<file path="src/rtl/codec_sport_pkg.sv">
package codec_sport_pkg;
  localparam int WORD_W  = 16;
  localparam int BYTE_W  = 8;
  localparam int RD_BIT  = 13;
  localparam int ADDR_HI = 12;
  localparam int ADDR_LO = 8;
  localparam int ADDR_W  = ADDR_HI - ADDR_LO + 1;

  // Reset value of the setting register at address idx (1-based).
  function automatic logic [BYTE_W-1:0] reg_reset_value(input int unsigned idx);
    return BYTE_W'((idx * 17) % 256);
  endfunction
endpackage

</file>
<file path="src/rtl/sport_frame_timer.sv">
module sport_frame_timer #(
  parameter int FRAME_CLKS = 512,
  parameter int SCLK_DIV   = 4,
  parameter int WORD_BITS  = 16,
  parameter int CW         = $clog2(FRAME_CLKS)
) (
  input  logic          clk,
  input  logic          rst_n,
  output logic          sclk,
  output logic          fs_n,
  output logic          frame_sec,
  output logic          rise_ev,
  output logic          fall_ev,
  output logic          end_ev,
  output logic          slot_sec,
  output logic [CW-1:0] bit_idx
);
  localparam logic [CW-1:0] LAST_C = CW'(FRAME_CLKS - 1);
  localparam logic [CW-1:0] SLOT_C = CW'(FRAME_CLKS / 2);
  localparam logic [CW-1:0] DIV_C  = CW'(SCLK_DIV);
  localparam logic [CW-1:0] HALF_C = CW'(SCLK_DIV / 2);
  localparam logic [CW-1:0] WORD_C = CW'(WORD_BITS);

  logic [CW-1:0] cnt, nxt, loc, ph;

  // Events are decoded from the count value that this edge moves to.
  always_comb begin
    nxt      = (cnt == LAST_C) ? '0 : cnt + CW'(1);
    slot_sec = (nxt >= SLOT_C);
    loc      = slot_sec ? nxt - SLOT_C : nxt;
    ph       = loc % DIV_C;
    bit_idx  = loc / DIV_C;
    rise_ev  = (ph == '0) && (bit_idx < WORD_C);
    fall_ev  = (ph == HALF_C) && (bit_idx < WORD_C);
    end_ev   = (ph == '0) && (bit_idx == WORD_C);
  end

  always_ff @(posedge clk or negedge rst_n) begin
    if (!rst_n) begin
      cnt       <= LAST_C;
      sclk      <= 1'b0;
      fs_n      <= 1'b1;
      frame_sec <= 1'b0;
    end else begin
      cnt       <= nxt;
      sclk      <= (ph < HALF_C);
      fs_n      <= !(bit_idx < WORD_C);
      frame_sec <= slot_sec;
    end
  end

  // Distance tracker for the frame-spacing checks.
  logic          fs_n_d, seen;
  logic [CW-1:0] since;
  always_ff @(posedge clk or negedge rst_n) begin
    if (!rst_n) begin
      fs_n_d <= 1'b1;
      since  <= '0;
      seen   <= 1'b0;
    end else begin
      fs_n_d <= fs_n;
      if (fs_n_d && !fs_n && !frame_sec) begin
        since <= '0;
        seen  <= 1'b1;
      end else begin
        since <= since + CW'(1);
      end
    end
  end

  p_period_r1: assert property (@(posedge clk) disable iff (!rst_n)
    ($fell(fs_n) && !frame_sec && seen) |-> (since == LAST_C));
  p_midslot_r1: assert property (@(posedge clk) disable iff (!rst_n)
    ($fell(fs_n) && frame_sec && seen) |-> (since == SLOT_C - CW'(1)));
  p_fs_edge_r2: assert property (@(posedge clk) disable iff (!rst_n)
    ($fell(fs_n) || $rose(fs_n)) |-> $rose(sclk));
endmodule

</file>
<file path="src/rtl/sport_shifter.sv">
module sport_shifter #(
  parameter int WORD_BITS = 16,
  parameter int CW        = 9,
  parameter int HB        = WORD_BITS / 2
) (
  input  logic                 clk,
  input  logic                 rst_n,
  input  logic                 rise_ev,
  input  logic                 fall_ev,
  input  logic                 end_ev,
  input  logic                 slot_sec,
  input  logic [CW-1:0]        bit_idx,
  input  logic [WORD_BITS-1:0] adc_sample,
  input  logic                 din,
  input  logic [HB-1:0]        rd_byte,
  output logic                 dout,
  output logic [WORD_BITS-1:0] dac_sample,
  output logic [WORD_BITS-3:0] ctrl_bits,
  output logic                 wr_commit
);
  localparam logic [CW-1:0] HALF_C = CW'(HB);

  logic [WORD_BITS-1:0] tx, rx, start_word;
  logic                 dac_load;

  assign start_word = slot_sec ? '0 : adc_sample;
  assign dac_load   = end_ev && !slot_sec;
  assign wr_commit  = end_ev && slot_sec;
  assign ctrl_bits  = rx[WORD_BITS-3:0];

  always_ff @(posedge clk or negedge rst_n) begin
    if (!rst_n) begin
      tx         <= '0;
      rx         <= '0;
      dout       <= 1'b0;
      dac_sample <= '0;
    end else begin
      if (rise_ev) begin
        if (bit_idx == '0) begin
          dout <= start_word[WORD_BITS-1];
          tx   <= {start_word[WORD_BITS-2:0], 1'b0};
        end else if (slot_sec && bit_idx == HALF_C) begin
          // Header byte is in; the read reply fills the lower half.
          dout <= rd_byte[HB-1];
          tx   <= {rd_byte[HB-2:0], {(WORD_BITS-HB+1){1'b0}}};
        end else begin
          dout <= tx[WORD_BITS-1];
          tx   <= {tx[WORD_BITS-2:0], 1'b0};
        end
      end
      if (end_ev) dout <= 1'b0;
      if (fall_ev) rx <= {rx[WORD_BITS-2:0], din};
      if (dac_load) dac_sample <= rx;
    end
  end

  p_dac_hold_r4: assert property (@(posedge clk) disable iff (!rst_n)
    !dac_load |=> $stable(dac_sample));
  p_sec_head_zero_r9: assert property (@(posedge clk) disable iff (!rst_n)
    (rise_ev && slot_sec && bit_idx < HALF_C) |=> !dout);
  p_dout_on_rise_r3: assert property (@(posedge clk) disable iff (!rst_n)
    (fall_ev) |=> $stable(dout));
endmodule

</file>
<file path="src/rtl/sport_ctrl_regs.sv">
module sport_ctrl_regs
  import codec_sport_pkg::*;
#(
  parameter int NREGS = 4
) (
  input  logic                    clk,
  input  logic                    rst_n,
  input  logic [RD_BIT:0]         ctrl_bits,
  input  logic                    wr_commit,
  output logic [BYTE_W-1:0]       rd_byte,
  output logic [NREGS*BYTE_W-1:0] regs_flat
);
  logic [BYTE_W-1:0] regs [NREGS];
  logic [ADDR_W-1:0] rd_addr, wr_addr;
  logic              rd_req, wr_read;
  logic [BYTE_W-1:0] wr_data;

  // Mid-word view: only the header byte has arrived, sitting in the low byte.
  assign rd_req  = ctrl_bits[RD_BIT-BYTE_W];
  assign rd_addr = ctrl_bits[ADDR_HI-BYTE_W:ADDR_LO-BYTE_W];
  // End-of-word view: the complete word.
  assign wr_read = ctrl_bits[RD_BIT];
  assign wr_addr = ctrl_bits[ADDR_HI:ADDR_LO];
  assign wr_data = ctrl_bits[BYTE_W-1:0];

  always_comb begin
    rd_byte = '0;
    for (int i = 0; i < NREGS; i++)
      if (rd_req && rd_addr == ADDR_W'(i + 1)) rd_byte = regs[i];
  end

  always_ff @(posedge clk or negedge rst_n) begin
    if (!rst_n) begin
      for (int i = 0; i < NREGS; i++) regs[i] <= reg_reset_value(i + 1);
    end else if (wr_commit && !wr_read) begin
      for (int i = 0; i < NREGS; i++)
        if (wr_addr == ADDR_W'(i + 1)) regs[i] <= wr_data;
    end
  end

  for (genvar gi = 0; gi < NREGS; gi++) begin : g_flat
    assign regs_flat[gi*BYTE_W +: BYTE_W] = regs[gi];
  end

  p_commit_only_r6: assert property (@(posedge clk) disable iff (!rst_n)
    !wr_commit |=> $stable(regs_flat));
  p_noop_addr_r7: assert property (@(posedge clk) disable iff (!rst_n)
    (wr_commit && wr_addr == '0) |=> $stable(regs_flat));
  p_read_no_write_r7: assert property (@(posedge clk) disable iff (!rst_n)
    (wr_commit && wr_read) |=> $stable(regs_flat));
endmodule

</file>
<file path="src/rtl/codec_sport.sv">
module codec_sport
  import codec_sport_pkg::*;
#(
  parameter int FRAME_CLKS = 512,
  parameter int SCLK_DIV   = 4,
  parameter int NREGS      = 4
) (
  input  logic                    clk,
  input  logic                    rst_n,
  input  logic [WORD_W-1:0]       adc_sample,
  input  logic                    din,
  output logic                    sclk,
  output logic                    fs_n,
  output logic                    frame_sec,
  output logic                    dout,
  output logic [WORD_W-1:0]       dac_sample,
  output logic [NREGS*BYTE_W-1:0] ctrl_regs
);
  localparam int CW = $clog2(FRAME_CLKS);

  logic          rise_ev, fall_ev, end_ev, slot_sec, wr_commit;
  logic [CW-1:0] bit_idx;
  logic [BYTE_W-1:0] rd_byte;
  logic [RD_BIT:0]   ctrl_bits;

  sport_frame_timer #(
    .FRAME_CLKS(FRAME_CLKS), .SCLK_DIV(SCLK_DIV), .WORD_BITS(WORD_W), .CW(CW)
  ) u_timer (
    .clk(clk), .rst_n(rst_n), .sclk(sclk), .fs_n(fs_n), .frame_sec(frame_sec),
    .rise_ev(rise_ev), .fall_ev(fall_ev), .end_ev(end_ev),
    .slot_sec(slot_sec), .bit_idx(bit_idx)
  );

  sport_shifter #(.WORD_BITS(WORD_W), .CW(CW), .HB(BYTE_W)) u_shift (
    .clk(clk), .rst_n(rst_n), .rise_ev(rise_ev), .fall_ev(fall_ev),
    .end_ev(end_ev), .slot_sec(slot_sec), .bit_idx(bit_idx),
    .adc_sample(adc_sample), .din(din), .rd_byte(rd_byte), .dout(dout),
    .dac_sample(dac_sample), .ctrl_bits(ctrl_bits), .wr_commit(wr_commit)
  );

  sport_ctrl_regs #(.NREGS(NREGS)) u_regs (
    .clk(clk), .rst_n(rst_n), .ctrl_bits(ctrl_bits), .wr_commit(wr_commit),
    .rd_byte(rd_byte), .regs_flat(ctrl_regs)
  );
endmodule

</file>
<file path="config.mk">
export PLATFORM = sky130hd
export DESIGN_NAME = codec_sport
export DESIGN_NICKNAME = d
export VERILOG_FILES = /design/src/rtl/codec_sport_pkg.sv /design/src/rtl/sport_frame_timer.sv /design/src/rtl/sport_shifter.sv /design/src/rtl/sport_ctrl_regs.sv /design/src/rtl/codec_sport.sv
export SDC_FILE = /design/constraint.sdc
export NUM_CORES = 1
export LEC_CHECK = 0
export BUFFER_PORTS_ARGS = -buffer_cell sky130_fd_sc_hd__buf_2
export CAP_MARGIN = 10
export CORE_MARGIN = 3
export CORE_UTILIZATION = 45
export CTS_BUF_LIST = sky130_fd_sc_hd__clkbuf_2
export CTS_CLUSTER_DIAMETER = 100
export DETAILED_ROUTE_END_ITERATION = 7
export PLACE_DENSITY = 0.66
export SYNTH_ARGS = -nofsm -noshare
export SYNTH_HDL_FRONTEND = slang
export SYNTH_SLANG_ARGS = --single-unit
</file>
<file path="constraint.sdc">
create_clock -name clk -period 4.3 [get_ports clk]
set_clock_uncertainty 0.1 [all_clocks]
set_input_delay 0.86 -clock clk [delete_from_list [all_inputs] [get_ports clk]]
set_output_delay 0.86 -clock clk [all_outputs]
set_load 0.03 [all_outputs]
</file>
### Yosys cells after proc, flatten, opt, wreduce, memory -nomap -nowiden

Cells that the tools add are included.

* bits in registers: 93
* bits in latches: 0
* memory bits (writable): 0
* bits in read-only memories: 0
* input port bits: 19
* memories kept: 0

* $add $sub $neg: 2
* multipliers: 0
* div/mod/pow operators: 0
* order comparisons: 3
* eq/ne operators: 12
* shift-type cells: 0
* multiplexer cells: 13
* bitwise logic cells: 0
* reductions and logical operators: 21

Operators with widths (number)
* $mux W16: 3
* $mux W8: 4
* $eq A5 B2 Y1 const B: 4
* $logic_not A9 Y1: 2
* $mux W9: 2
* $logic_and A1 B1 Y1: 11
* $eq A5 B1 Y1 const B: 2
* $eq A5 B3 Y1 const B: 2
* $add A9 B1 Y9 const B: 1
* $eq A9 B9 Y1 const B: 1
* $ge A9 B9 Y1 const B: 1
* $sub A9 B9 Y9 const B: 1
* $reduce_and A2 Y1: 4
* $eq A7 B4 Y1 const B: 1
* $eq A7 B5 Y1 const B: 1
* $lt A7 B5 Y1 const B: 1
* $mux W1: 4
* $logic_not A1 Y1: 3
* $eq A2 B2 Y1 const B: 1
* $lt A2 B2 Y1 const B: 1
* $reduce_bool A2 Y1: 1

### Depth between registers and ports, before layout

Gate-level depths: netlist (run 1).

* word-level depth: 10
* gate-level depth with buffers: 13
* gate-level depth less buffers: 11

### By module

From an unflattened synthesis (run 1), not the netlist that was laid out.

* cells, all modules: 388
* area, all modules: 4560.6 um^2

Modules (own cells, without submodules)
* sport_shifter: instances 1, cells an instance 208, area an instance 2309.7 um^2
* sport_ctrl_regs: instances 1, cells an instance 113, area an instance 1559.0 um^2
* sport_frame_timer: instances 1, cells an instance 67, area an instance 691.9 um^2

### Least setup slack after synthesis (run 1)

No wires, ideal clock.

* path kind: reg2reg
* from: register u_timer.cnt[0]
* to: register u_regs.regs, in the netlist u_regs.regs_flat[24]
* arrival: 3088 ps
* required time: 4075 ps
* path slack: 987 ps
* cell stages (with the launch flop): 14
* path buffers: 3
* period minus slack after synthesis: 3313 ps
* path through: dfstp_2 ha_1 nand2_1 nor2_1 and3_1 ha_1 clkbuf_1 nor2_1 a21oi_2 nor2b_1 clkbuf_1 and3_1 buf_4 mux2_2

* cells in the longest elaborated chain, start to end: 9
* elaborated cells between the ends (all ways): 12

RTL lines
* start: declaration: RTL line sport_frame_timer.sv:24 `logic [CW-1:0] cnt, nxt, loc, ph;`
* start signal: assignment: RTL line sport_frame_timer.sv:45 `cnt <= nxt;`
* $add A9 B1 Y9 or $eq A9 B9 Y1 (tied branches): RTL line sport_frame_timer.sv:28 `nxt = (cnt == LAST_C) ? '0 : cnt + CW'(1);`
* $mux W9 (*): RTL line sport_frame_timer.sv:28
* $sub A9 B9 Y9 or $ge A9 B9 Y1 (tied branches): RTL line sport_frame_timer.sv:30, sport_frame_timer.sv:29
* $mux W9: RTL line sport_frame_timer.sv:30 `loc = slot_sec ? nxt - SLOT_C : nxt;`
* $eq A7 B5 Y1 or $logic_not A9 Y1 (tied branches): RTL line sport_frame_timer.sv:35 `end_ev = (ph == '0) && (bit_idx == WORD_C);`
* $logic_and A1 B1 Y1: RTL line sport_frame_timer.sv:35
* $logic_and A1 B1 Y1 (*): RTL line sport_shifter.sv:28 `assign wr_commit = end_ev && slot_sec;`
* $logic_and A1 B1 Y1 (*): RTL line sport_ctrl_regs.sv:35 `end else if (wr_commit && !wr_read) begin`
* $reduce_and A2 Y1 (no source line) (*)
* end signal: indexed assignment: RTL line sport_ctrl_regs.sv:37 `if (wr_addr == ADDR_W'(i + 1)) regs[i] <= wr_data;`
* end: declaration: RTL line sport_ctrl_regs.sv:13 `logic [BYTE_W-1:0] regs [NREGS];`

Every way passes the cells marked *; elsewhere a longest branch is shown, timed or not.
A chain may end at the register's enable or synchronous reset.

### Worst setup path in the final report (run 1)

* from: register u_timer.cnt[0]
* to: register u_regs.regs, in the netlist u_regs.regs_flat[29]

* cells in the longest elaborated chain, start to end: 9
* elaborated cells between the ends (all ways): 12

RTL lines
* $add A9 B1 Y9 or $eq A9 B9 Y1 (tied branches): RTL line sport_frame_timer.sv:28
* $mux W9 (*): RTL line sport_frame_timer.sv:28
* $sub A9 B9 Y9 or $ge A9 B9 Y1 (tied branches): RTL line sport_frame_timer.sv:30, sport_frame_timer.sv:29
* $mux W9 (*): RTL line sport_frame_timer.sv:30
* via bit_idx[2]: RTL line codec_sport.sv:22 `logic [CW-1:0] bit_idx;`
* $eq A7 B5 Y1 (*): RTL line sport_frame_timer.sv:35
* $logic_and A1 B1 Y1 (*): RTL line sport_frame_timer.sv:35
* $logic_and A1 B1 Y1 (*): RTL line sport_shifter.sv:28
* $logic_and A1 B1 Y1 (*): RTL line sport_ctrl_regs.sv:35
* $reduce_and A2 Y1 (no source line) (*)

Mark *: on every way through the listed nets, which the timed path passes. The rest lies on a longest branch.

==> flow_summary.json, run 1 <==
{
  "drt-pass1-iter-count": 4,
  "grt_pass1_vias": 2916,
  "p_leak_nw": 2.51,
  "power_frac_seq_pct": 67.5,
  "yosysUniqueCellTypes": 48,
  "startpoint_type": "flip-flop",
  "final_common_cell": "dfrtp_1",
  "syn_area_mm2": 0.00427,
  "synthesis.nets": 350,
  "area.sequential_mm2": 0.00233,
  "boundaryPins": 71,
  "dr_total_vias": 2885,
  "switching_share_pct": 26.4,
  "hpwl_um": 6250,
  "setup_tns_ns": 0,
  "min_period_over_period_pct": 88.6,
  "clock.fmax_mhz": 262,
  "place_area_mm2": 0.00473,
  "cts.clk_slew.worst_paths_ns": 0.26,
  "cts_resized": 0,
  "drive_gt1_share_pct": 48.0,
  "final_nets": 418,
  "use_met3_pct": 4.63,
  "drc": 0,
  "power_frac_comb_pct": 2.9,
  "syn_avg_cell_area_um2": 13.1,
  "p_total_mw": 1.32,
  "synth.yosys.seq_area_share_pct": 54.4,
  "path_cells": "ha_1 > nand2_1 > nor2_1 > and3_1 > ha_1 > nor2b_1 > mux2_2 > a21oi_2 > nor2b_1 > and3_1 > mux2_2",
  "port_buffers": 70,
  "r2r_end": "u_regs.regs_flat[29]$_DFFE_PN0P_",
  "pwr_density_cell_mw_per_mm2": 274,
  "cts_tree": "yes",
  "grtUsageMet2_pct": 27.5,
  "fin_cells": 526,
  "core_area_mm2": 0.00898,
  "synthToLayoutAreaGrowth_pct": 12.9,
  "antenna_found_initial": 0,
  "wire_per_inst_um": 17.7,
  "status": "complete, no violations",
  "cts_hold_buffers": 0,
  "clock_sinks": 92,
  "hp-class": "in2async",
  "final_cell_area_mm2": 0.00483,
  "irDropWorstVdd_v": 0.000165,
  "gp_congestion": 0.799,
  "h-tree-depth": 3,
  "rsz0062_at_grt": "no",
  "grt-busiest-layer": "met2",
  "fp.dieW_um": 103,
  "first_iter_violations": 132,
  "r2r_setup_slack_ns": 0.49,
  "crit_slowest_cell": "dfstp_2",
  "root_buffer": "clkbuf_2",
  "final-hold-violation-count": 0,
  "syn_inst": 327,
  "grt_pass1_wl_um": 15300,
  "grt_usage_pct": 18.5,
  "synth-warning-count": 0,
  "cts_buffers": 9,
  "vias_per_cell": 5.48,
  "slowest_delay_ns": 0.66,
  "n_antenna_cell": 0,
  "die-area_mm2": 0.0107,
  "layout_common_cells": "72 x dfrtp_1, 69 x buf_2, 61 x mux2_2",
  "finalHoldWorstSlack_ns": 0.337,
  "wl_um": 9330,
  "use_met1_pct": 26.3,
  "clk_latency_ns": 0.54,
  "path_max_fanout": 8,
  "ys_ff_latch": 92,
  "max_cap_viol_count": 0,
  "required_ns": 4.67,
  "p_sw_mw": 0.349,
  "finalMaxSlewViolations": 0,
  "clock_power_share_pct": 29.6,
  "tightest_slew_ns": 1.01,
  "fill_cells": 799,
  "setup_viol": 0,
  "post-cts-setup-buffer-count": 0,
  "crit_path_end_kind": "flip-flop",
  "arrival_ns": 4.19,
  "slew_headroom_pct": 32.6,
  "fin_crit_ns": 3.81,
  "grt_max_degree": 79,
  "rr_startpoint": "u_timer.cnt[0]$_DFF_PN1_",
  "dp_cells": 510,
  "start_util_pct": 47.6,
  "clockBufferDepth": 2,
  "die_y_um": 103,
  "grt_overflow": 0,
  "worstSetupPathType": "reg2reg",
  "rr_worst_depth": 11,
  "multiInputGateArea_mm2": 0.00185,
  "antenna_left": 0,
  "rows": 34,
  "p_int_mw": 0.973
}
[worst max-delay path: cells and delay by family, from the launching register on]
kind	cells	cell delay, ns
AO/OA/AOI/OAI	1	0.20
adder cells (fa/ha/maj)	2	0.50
flip-flops	1	0.66
multiplexers	2	0.67
AND/OR/NAND/NOR	6	1.59
[registers in the layout, summed over array words and instances (netlist names)]
signal	cells
u_regs.regs_flat	32
u_shift.dac_sample	16
u_shift.rx	16
u_shift.tx	15
u_timer.cnt	9
u_shift.dout	1
u_timer.frame_sec	1
u_timer.fs_n	1
u_timer.sclk	1
[metrics by stage]
step                util (%)  worst slack, ns
CTS                     53.8            0.488
global route            53.8            0.117
finish                  53.8            0.488
global placement        52.7            0.716
detailed placement      52.7            0.548
floorplan                  -            0.987
[cells in the mapped netlist, drive strengths merged]
cell | count | area (µm²)
dfstp | 20 | 526
a32o | 2 | 20.0
o21ai | 2 | 10.0
o221ai | 1 | 8.76
and2 | 1 | 6.26
nor3b | 1 | 12.5
nor4b | 2 | 23.8
a22oi | 6 | 45.0
o22ai | 6 | 37.5
a21o | 4 | 30.0
o21bai | 1 | 7.51
xor2 | 2 | 17.5
nor3 | 3 | 15.0
o22a | 1 | 8.76
mux2 | 71 | 837
a22o | 6 | 52.6
or4 | 2 | 18.8
or3b | 1 | 8.76
and3 | 12 | 75.1
dfrtp | 72 | 1800
a21boi | 2 | 15.0
nand2 | 14 | 52.6
a221o | 7 | 70.1
clkbuf | 10 | 37.5
nand2b | 1 | 6.26
nand3 | 7 | 62.6
nor2 | 18 | 67.6
a311o | 1 | 10.0
a21oi | 10 | 65.1
buf | 6 | 38.8
nand4 | 4 | 37.5
xnor2 | 3 | 26.3
ha | 4 | 50.1
inv | 6 | 22.5
or3 | 1 | 6.26
nor2b | 5 | 31.3
mux2i | 9 | 90.1
o21a | 3 | 22.5
[cell type report]
type                       instances  share of cell area [%]
sequential                        92                    48.2
timing repair buffer              73                    7.78
clock inverter                     6                   0.959
tap                              126                    3.27
inverter                           6                   0.467
clock buffer                      10                    1.04
multi-input combinational        213                    38.3
[power groups by stage]
stage | sequential (mW) | clock, mW | combinational (mW)
finish | 0.891 | 0.391 | 0.0387
global route | 0.894 | 0.443 | 0.0441
CTS | 0.892 | 0.402 | 0.0405
detailed placement | 0.905 | 0 | 0.0403
global placement | 0.905 | 0 | 0.0394
floorplan | 0.894 | 0 | 0.0166
[per-layer routing]
metal  routed length, µm  share of wire (%)
met5                   0                  0
met1                4470                 48
met3                 454                4.9
met2                4300                 46
met4                 106                1.1
[worst max path at each step]
stage	cells past startpoint	slack, ns	startpoint	to
finish	11	0.49	u_timer.cnt[0]$_DFF_PN1_	u_regs.regs_flat[29]$_DFFE_PN0P_
global route	11	0.12	u_timer.cnt[0]$_DFF_PN1_	u_regs.regs_flat[29]$_DFFE_PN0P_
CTS	11	0.49	u_timer.cnt[0]$_DFF_PN1_	u_regs.regs_flat[29]$_DFFE_PN0P_
detailed placement	11	0.55	u_timer.cnt[0]$_DFF_PN1_	u_regs.regs_flat[27]$_DFFE_PN0P_
global placement	11	0.72	u_timer.cnt[0]$_DFF_PN1_	u_regs.regs_flat[24]$_DFFE_PN0P_
floorplan	13	0.99	u_timer.cnt[0]$_DFF_PN1_	u_regs.regs_flat[24]$_DFFE_PN0P_
[cell families after synthesis]
| group | share of synthesized area [%] |
|---|---|
| fa+ha+maj | 1.17 |
| buf+inv | 2.31 |
| simple gates | 9.92 |
| mux | 21.7 |
| flops | 54.4 |
| compound gates | 9.43 |
| xor+xnor | 1.02 |
(Power assumes the default switching activity.)
==> run 2: changes to the inputs <==
--- a/config.mk
+++ b/config.mk
@@ -5,6 +5,7 @@
 export SDC_FILE = /design/constraint.sdc
 export NUM_CORES = 1
 export LEC_CHECK = 0
+export ABC_AREA = 1
 export BUFFER_PORTS_ARGS = -buffer_cell sky130_fd_sc_hd__buf_2
 export CAP_MARGIN = 10
 export CORE_MARGIN = 3
==> run 2 against run 1 <==
Synthesized area up 2.1%. Register-to-register slack better by 0.59 ns. Non-clock buffer count down 2. Via count up 25%. Worst setup slack better by 0.59 ns. Clock-buffer cell count down 1. Critical path depth up 3. Core utilization down 1.5 points. Routed wire length up 7.7%. Largest cell class unchanged.
==> flow_summary.json, run 2 <==
{
  "status": "complete, no violations",
  "startpoint_type": "flip-flop",
  "slew_headroom_pct": 41.8,
  "grt_overflow": 0,
  "power_frac_seq_pct": 64.2,
  "post-cts-setup-buffer-count": 0,
  "fill_cells": 904,
  "wl_met2_um": 4440,
  "ys_top_cells_by_area": "dfrtp_1 41%, nand2_1 13%, dfstp_2 12%, nand3_1 5.5%, inv_1 5.2%",
  "yosysMostFrequentCell": "nand2_1",
  "synth-warning-count": 0,
  "die_y_um": 104,
  "rows": 35,
  "power_frac_comb_pct": 3.6,
  "layout_common_cells": "154 x nand2_1, 72 x dfrtp_1, 69 x buf_2",
  "setup_tns_ns": 0,
  "crit_family": "simple AND/OR/NAND/NOR gates",
  "synth_edf_count": 0,
  "fin_crit_ns": 3.22,
  "clockBufferDepth": 2,
  "worst_slack_ns": 1.08,
  "antenna_left": 0,
  "clock.fmax_mhz": 311,
  "rsz0062_at_grt": "no",
  "yosysUniqueCellTypes": 30,
  "cts_resized": 0,
  "antenna_found_initial": 0,
  "wl_um": 10000,
  "syn_inst": 521,
  "finalMaxSlewViolations": 0,
  "vias_per_cell": 5.01,
  "synth_top_cell_by_area": "dfrtp_1",
  "synth_common_cells": "154 x nand2_1, 72 x dfrtp_1, 61 x inv_1, 48 x nand3_1, 37 x o21ai_1",
  "hp-class": "in2async",
  "wl_met3_um": 674,
  "grt_max_degree": 70,
  "irDropWorstVdd_v": 0.000156,
  "final_nets": 608,
  "rr_worst_depth": 14,
  "async_flop_share_pct": 100,
  "fp.dieW_um": 104,
  "slowest_delay_ns": 0.63,
  "area.sequential_mm2": 0.00233,
  "p_sw_mw": 0.349,
  "first_iter_violations": 193,
  "wl_met1_um": 4810,
  "hpwl_um": 7230,
  "largest_reg_flops": 32,
  "core_area_mm2": 0.00933,
  "gp_congestion": 0.861,
  "final_common_cell": "nand2_1",
  "clock_power_share_pct": 32.2,
  "yosys_most_used_dff": "dfrtp_1",
  "crit_slowest_cell": "dfstp_2",
  "multiInputGateArea_mm2": 0.00166,
  "cp_common_cell": "nand2_1",
  "synth_top_area_share_pct": 41.3,
  "rr_startpoint": "u_timer.cnt[0]$_DFF_PN1_",
  "grt_usage_pct": 19.2,
  "min_period_over_period_pct": 74.9,
  "r2r_setup_slack_ns": 1.08,
  "wire_per_inst_um": 14.0,
  "crit_buf_inv": 2,
  "drive_gt1_share_pct": 22.4,
  "drc": 0,
  "path_max_fanout": 20,
  "setup_viol": 0,
  "cts_hold_buffers": 0,
  "ys_ff_latch": 92,
  "cts.clk_slew.worst_paths_ns": 0.24,
  "r2r_end": "u_shift.tx[8]$_DFFE_PN0P_",
  "arrival_ns": 3.61,
  "boundaryPins": 71,
  "routed.top_layer": "met4",
  "start_util_pct": 46.8,
  "root_buffer": "clkbuf_2",
  "cts_buffers": 9,
  "h-tree-depth": 3,
  "grt_pass1_vias": 3469,
  "syn_avg_cell_area_um2": 8.38,
  "synth.yosys.seq_area_share_pct": 53.3,
  "switching_share_pct": 25.4,
  "max_cap_viol_count": 0,
  "clock_sinks": 92,
  "cts_tree": "yes",
  "port_buffers": 70,
  "die-area_mm2": 0.0109,
  "pre_cts_slack_ns": 1.14,
  "clk_latency_ns": 0.56,
  "synthesis.nets": 544,
  "worstSetupPathType": "reg2reg",
  "p_total_mw": 1.37,
  "tightest_slew_ns": 0.872,
  "p_int_mw": 1.02,
  "grt_pass1_wl_um": 17000,
  "final-hold-violation-count": 0,
  "pwr_density_cell_mw_per_mm2": 281,
  "synthToLayoutAreaGrowth_pct": 11.8,
  "dr_total_vias": 3607,
  "syn_area_mm2": 0.00437,
  "drt-pass1-iter-count": 6,
  "crit_path_end_kind": "flip-flop",
  "p_leak_nw": 2.47,
  "path_cells": "ha_1 > nand2_1 > inv_1 > nand2_1 > nor2_1 > ha_1 > inv_1 > nand2_2 > nor2_2 > nor2_4 > nand2_1 > nor3_2 > nand2_1 > nand3_1",
  "required_ns": 4.70
}
==> run 2: changes by cell type in the layout (fill, tap and decap cells not counted), moves of 7 or more <==
cell     change
nand2_1    +140
mux2_2      -61
inv_1       +55
nand3_1     +45
o21ai_1     +37
o21ai_0     +32
and3_1      -12
nor2_1      +12
mux2_4      -10
mux2i_1      -9
a221o_1      -7
==> run 2: how the worst max path moves through the flow <==
stage	from	end	slack, ns	depth (start not counted)
2_1_floorplan	u_timer.cnt[0]$_DFF_PN1_	u_regs.regs_flat[29]$_DFFE_PN0P_	1.74	12
3_3_place_gp	u_timer.cnt[0]$_DFF_PN1_	u_shift.tx[15]$_DFFE_PN0P_	1.24	14
3_5_place_dp	u_timer.cnt[0]$_DFF_PN1_	u_shift.tx[15]$_DFFE_PN0P_	1.14	14
4_1_cts	u_timer.cnt[0]$_DFF_PN1_	u_shift.tx[8]$_DFFE_PN0P_	1.10	14
5_1_grt	u_timer.cnt[0]$_DFF_PN1_	u_shift.tx[15]$_DFFE_PN0P_	0.81	14
6_report	u_timer.cnt[0]$_DFF_PN1_	u_shift.tx[8]$_DFFE_PN0P_	1.08	14
==> run 2: worst reg2reg max path, delay by kind of cell, from the launching register on <==
| kind | cells | cell delay (ns) |
|---|---|---|
| flops | 1 | 0.63 |
| fa+ha+maj | 2 | 0.40 |
| buf+inv | 2 | 0.20 |
| simple gates | 10 | 1.84 |
==> run 2: logic make-up after synthesis <==
kind of cell | count (synthesis) | synth area share, %
adders and majority gates | 4 | 1.15
buffers and inverters | 83 | 8.57
DFF | 92 | 53.3
AOI/OAI and AO/OA | 83 | 9.97
and+or+nand+nor | 259 | 27.0
==> run 2: cell type report <==
class,instances,share of cell area (%)
flip-flops and latches,92,47.7
inverters,65,5.05
well taps,129,3.31
diodes,1,0.0513
multi-input cells,346,34.1
repair buffers,71,7.38
clock inverters,7,1.51
clock buffers,9,0.923
==> run 2: stage by stage <==
step                cells  hold WS [ns]  area, µm²  util, %
global route          719         0.286       4880     52.3
detailed placement    703         0.369       4760     51.0
finish                720         0.288       4880     52.3
floorplan             521         0.350       4370        -
global placement      703         0.365       4760     51.0
CTS                   719         0.258       4880     52.3
==> run 2: power groups by stage <==
| stage | logic (mW) | clock network, mW | registers (mW) |
|---|---|---|---|
| global placement | 0.0503 | 0 | 0.893 |
| detailed placement | 0.0505 | 0 | 0.894 |
| finish | 0.0492 | 0.441 | 0.880 |
| global route | 0.0571 | 0.499 | 0.882 |
| floorplan | 0.0155 | 0 | 0.892 |
| CTS | 0.0507 | 0.458 | 0.881 |
==> run 2: layer usage <==
layer | up-vias | track usage [%]
li1 | 1786 | -
met1 | 1693 | 28.1
met2 | 113 | 28.4
met3 | 15 | 4.84
met4 | 0 | 5.32
met5 | - | 0
==> run 3: changes to the inputs <==
--- a/config.mk
+++ b/config.mk
@@ -5,7 +5,7 @@
 export SDC_FILE = /design/constraint.sdc
 export NUM_CORES = 1
 export LEC_CHECK = 0
-export ABC_AREA = 1
+export ABC_AREA = 0
 export BUFFER_PORTS_ARGS = -buffer_cell sky130_fd_sc_hd__buf_2
 export CAP_MARGIN = 10
 export CORE_MARGIN = 3
==> constraint.sdc (replaced) <==
create_clock -name clk -period 3 [get_ports clk]
set_clock_uncertainty 0.1 [all_clocks]
set_input_delay 0.6 -clock clk [delete_from_list [all_inputs] [get_ports clk]]
set_output_delay 0.6 -clock clk [all_outputs]
set_load 0.03 [all_outputs]
==> run 3 against run 2 <==
Worst setup slack worse by 0.98 ns. Die area is 2.0% lower. Critical path depth is 6 lower. Non-clock buffer count is 26 higher. Largest cell class unchanged. Largest power group unchanged.
==> flow_summary.json, run 3 (synthesized netlist as in run 1, its figures left out) <==
{
  "fp.dieW_um": 103,
  "worstSetupPathType": "reg2reg",
  "fin_crit_ns": 2.90,
  "wl_um": 9590,
  "path_max_fanout": 7,
  "drc": 0,
  "rows": 34,
  "grt_pass1_vias": 3124,
  "antenna_found_initial": 0,
  "port_buffers": 70,
  "rr_startpoint": "u_timer.cnt[0]$_DFF_PN1_",
  "largest_reg_flops": 32,
  "r2r_setup_slack_ns": 0.10,
  "p_leak_nw": 2.66,
  "wire_per_inst_um": 17.4,
  "grt_max_degree": 53,
  "n_antenna_cell": 0,
  "crit_path_end_kind": "flip-flop",
  "worstHoldPathCells": 2,
  "antenna_left": 0,
  "irDropWorstVdd_v": 0.000247,
  "clockBufferDepth": 2,
  "pre_cts_slack_ns": -0.0624,
  "min_period_over_period_pct": 96.6,
  "setup_tns_ns": 0,
  "grt_overflow": 0,
  "dr_total_vias": 2970,
  "grt_usage_pct": 19.0,
  "fin_cells": 550,
  "required_ns": 3.33,
  "clock_sinks": 92,
  "crit_slowest_cell": "dfstp_2",
  "final_common_cell": "dfrtp_1",
  "boundaryPins": 71,
  "rsz0062_at_grt": "no",
  "worst_slack_ns": 0.102,
  "final-hold-violation-count": 0,
  "drive_gt1_share_pct": 52.1,
  "clock.fmax_mhz": 345,
  "grt_pass1_wl_um": 15800,
  "cts.clk_slew.worst_paths_ns": 0.25,
  "core_area_mm2": 0.00898,
  "min_to": "u_shift.rx[0]$_DFFE_PN0P_",
  "first_iter_violations": 132,
  "dp_cells": 532,
  "slowest_delay_ns": 0.62,
  "hp-class": "in2reg",
  "arrival_ns": 3.23,
  "cts_tree": "yes",
  "drt-pass1-iter-count": 4,
  "hpwl_um": 6660,
  "root_buffer": "clkbuf_2",
  "die-area_mm2": 0.0107,
  "pwr_density_cell_mw_per_mm2": 366,
  "setup_viol": 0,
  "layout_common_cells": "72 x dfrtp_1, 69 x buf_2, 60 x mux2_2",
  "h-tree-depth": 3,
  "cp_common_cell": "buf_4",
  "max_cap_viol_count": 0,
  "r2r_end": "u_regs.regs_flat[28]$_DFFE_PN0P_",
  "final_nets": 442,
  "die_y_um": 103,
  "startpoint_type": "flip-flop",
  "rr_worst_depth": 8,
  "p_total_mw": 1.88,
  "synthToLayoutAreaGrowth_pct": 20.0,
  "path_cells": "buf_4 > nand3_2 > o21a_1 > or4_4 > a21oi_4 > and3_1 > buf_4 > mux2_2",
  "status": "complete, no violations",
  "vias_per_cell": 5.40,
  "cts_buffers": 9,
  "start_util_pct": 47.6,
  "tightest_slew_ns": 0.697,
  "slew_headroom_pct": 53.6,
  "hp-start": "din",
  "clk_latency_ns": 0.55,
  "gp_congestion": 0.877,
  "finalMaxSlewViolations": 0
}
-- run 3: worst max-delay path, delay by kind of cell, from the launching register on --
kind / cells / cell delay, ns
flops: 1 / 0.62
simple gates: 3 / 0.90
mux: 1 / 0.32
buf+inv: 2 / 0.30
compound gates: 2 / 0.54
-- run 3: area by class of cell --
| cell class | count | area, µm² |
|---|---|---|
| sequential | 92 | 2330 |
| multi-input combinational | 213 | 1950 |
| inverter | 6 | 22.5 |
| clock buffer | 9 | 45.0 |
| clock inverter | 7 | 42.5 |
| fill | 774 | 3850 |
| tap | 126 | 158 |
| timing repair buffer | 97 | 583 |
-- run 3: metrics by stage --
stage / hold slack, ns / cell area, µm² / util, %
after floorplan: 0.204 / 4310 / -
after global placement: 0.365 / 4930 / 55.0
after detailed placement: 0.376 / 4930 / 55.0
after CTS: 0.121 / 5060 / 56.4
after global routing: 0.127 / 5130 / 57.1
final: 0.173 / 5130 / 57.1
-- run 3: worst max path at each step --
stage                                  start                                  to  slack [ns]  cells past startpoint
floorplan           u_timer.cnt[0]$_DFF_PN1_    u_regs.regs_flat[24]$_DFFE_PN0P_       0.001                     12
global placement    u_timer.cnt[0]$_DFF_PN1_     u_regs.regs_flat[2]$_DFFE_PN0P_       0.009                     12
detailed placement  u_timer.cnt[0]$_DFF_PN1_     u_regs.regs_flat[2]$_DFFE_PN0P_       -0.06                     12
CTS                 u_timer.cnt[0]$_DFF_PN1_  u_shift.dac_sample[12]$_DFFE_PN0P_        0.02                     11
global route        u_timer.cnt[0]$_DFF_PN1_    u_regs.regs_flat[28]$_DFFE_PN0P_       0.007                      8
finish              u_timer.cnt[0]$_DFF_PN1_    u_regs.regs_flat[28]$_DFFE_PN0P_        0.10                      8
-- run 3: what timing repair did --
item                                   in CTS  in global routing
pin swaps                                   0                  5
gates resized for setup                     4                 10
setup endpoints to repair                  20                 62
hold buffers                                1                  0
setup buffers                               0                  1
endpoints found under the hold margin      28                  0
-- run 3: power by group --
part / switching [mW] / leakage (nW) / internal (mW)
clock network: 0.433 / 0.0588 / 0.107
logic: 0.0361 / 1.43 / 0.0258
registers: 0.0212 / 1.18 / 1.25
total: 0.490 / 2.66 / 1.39
-- run 3: layer usage --
layer | global-route usage [%] | up-vias | wire length, µm
li1 | - | 1376 | -
met1 | 25.7 | 1497 | 4350
met2 | 29.9 | 76 | 4600
met3 | 3.49 | 21 | 407
met4 | 8.57 | 0 | 234
met5 | 0 | - | 0
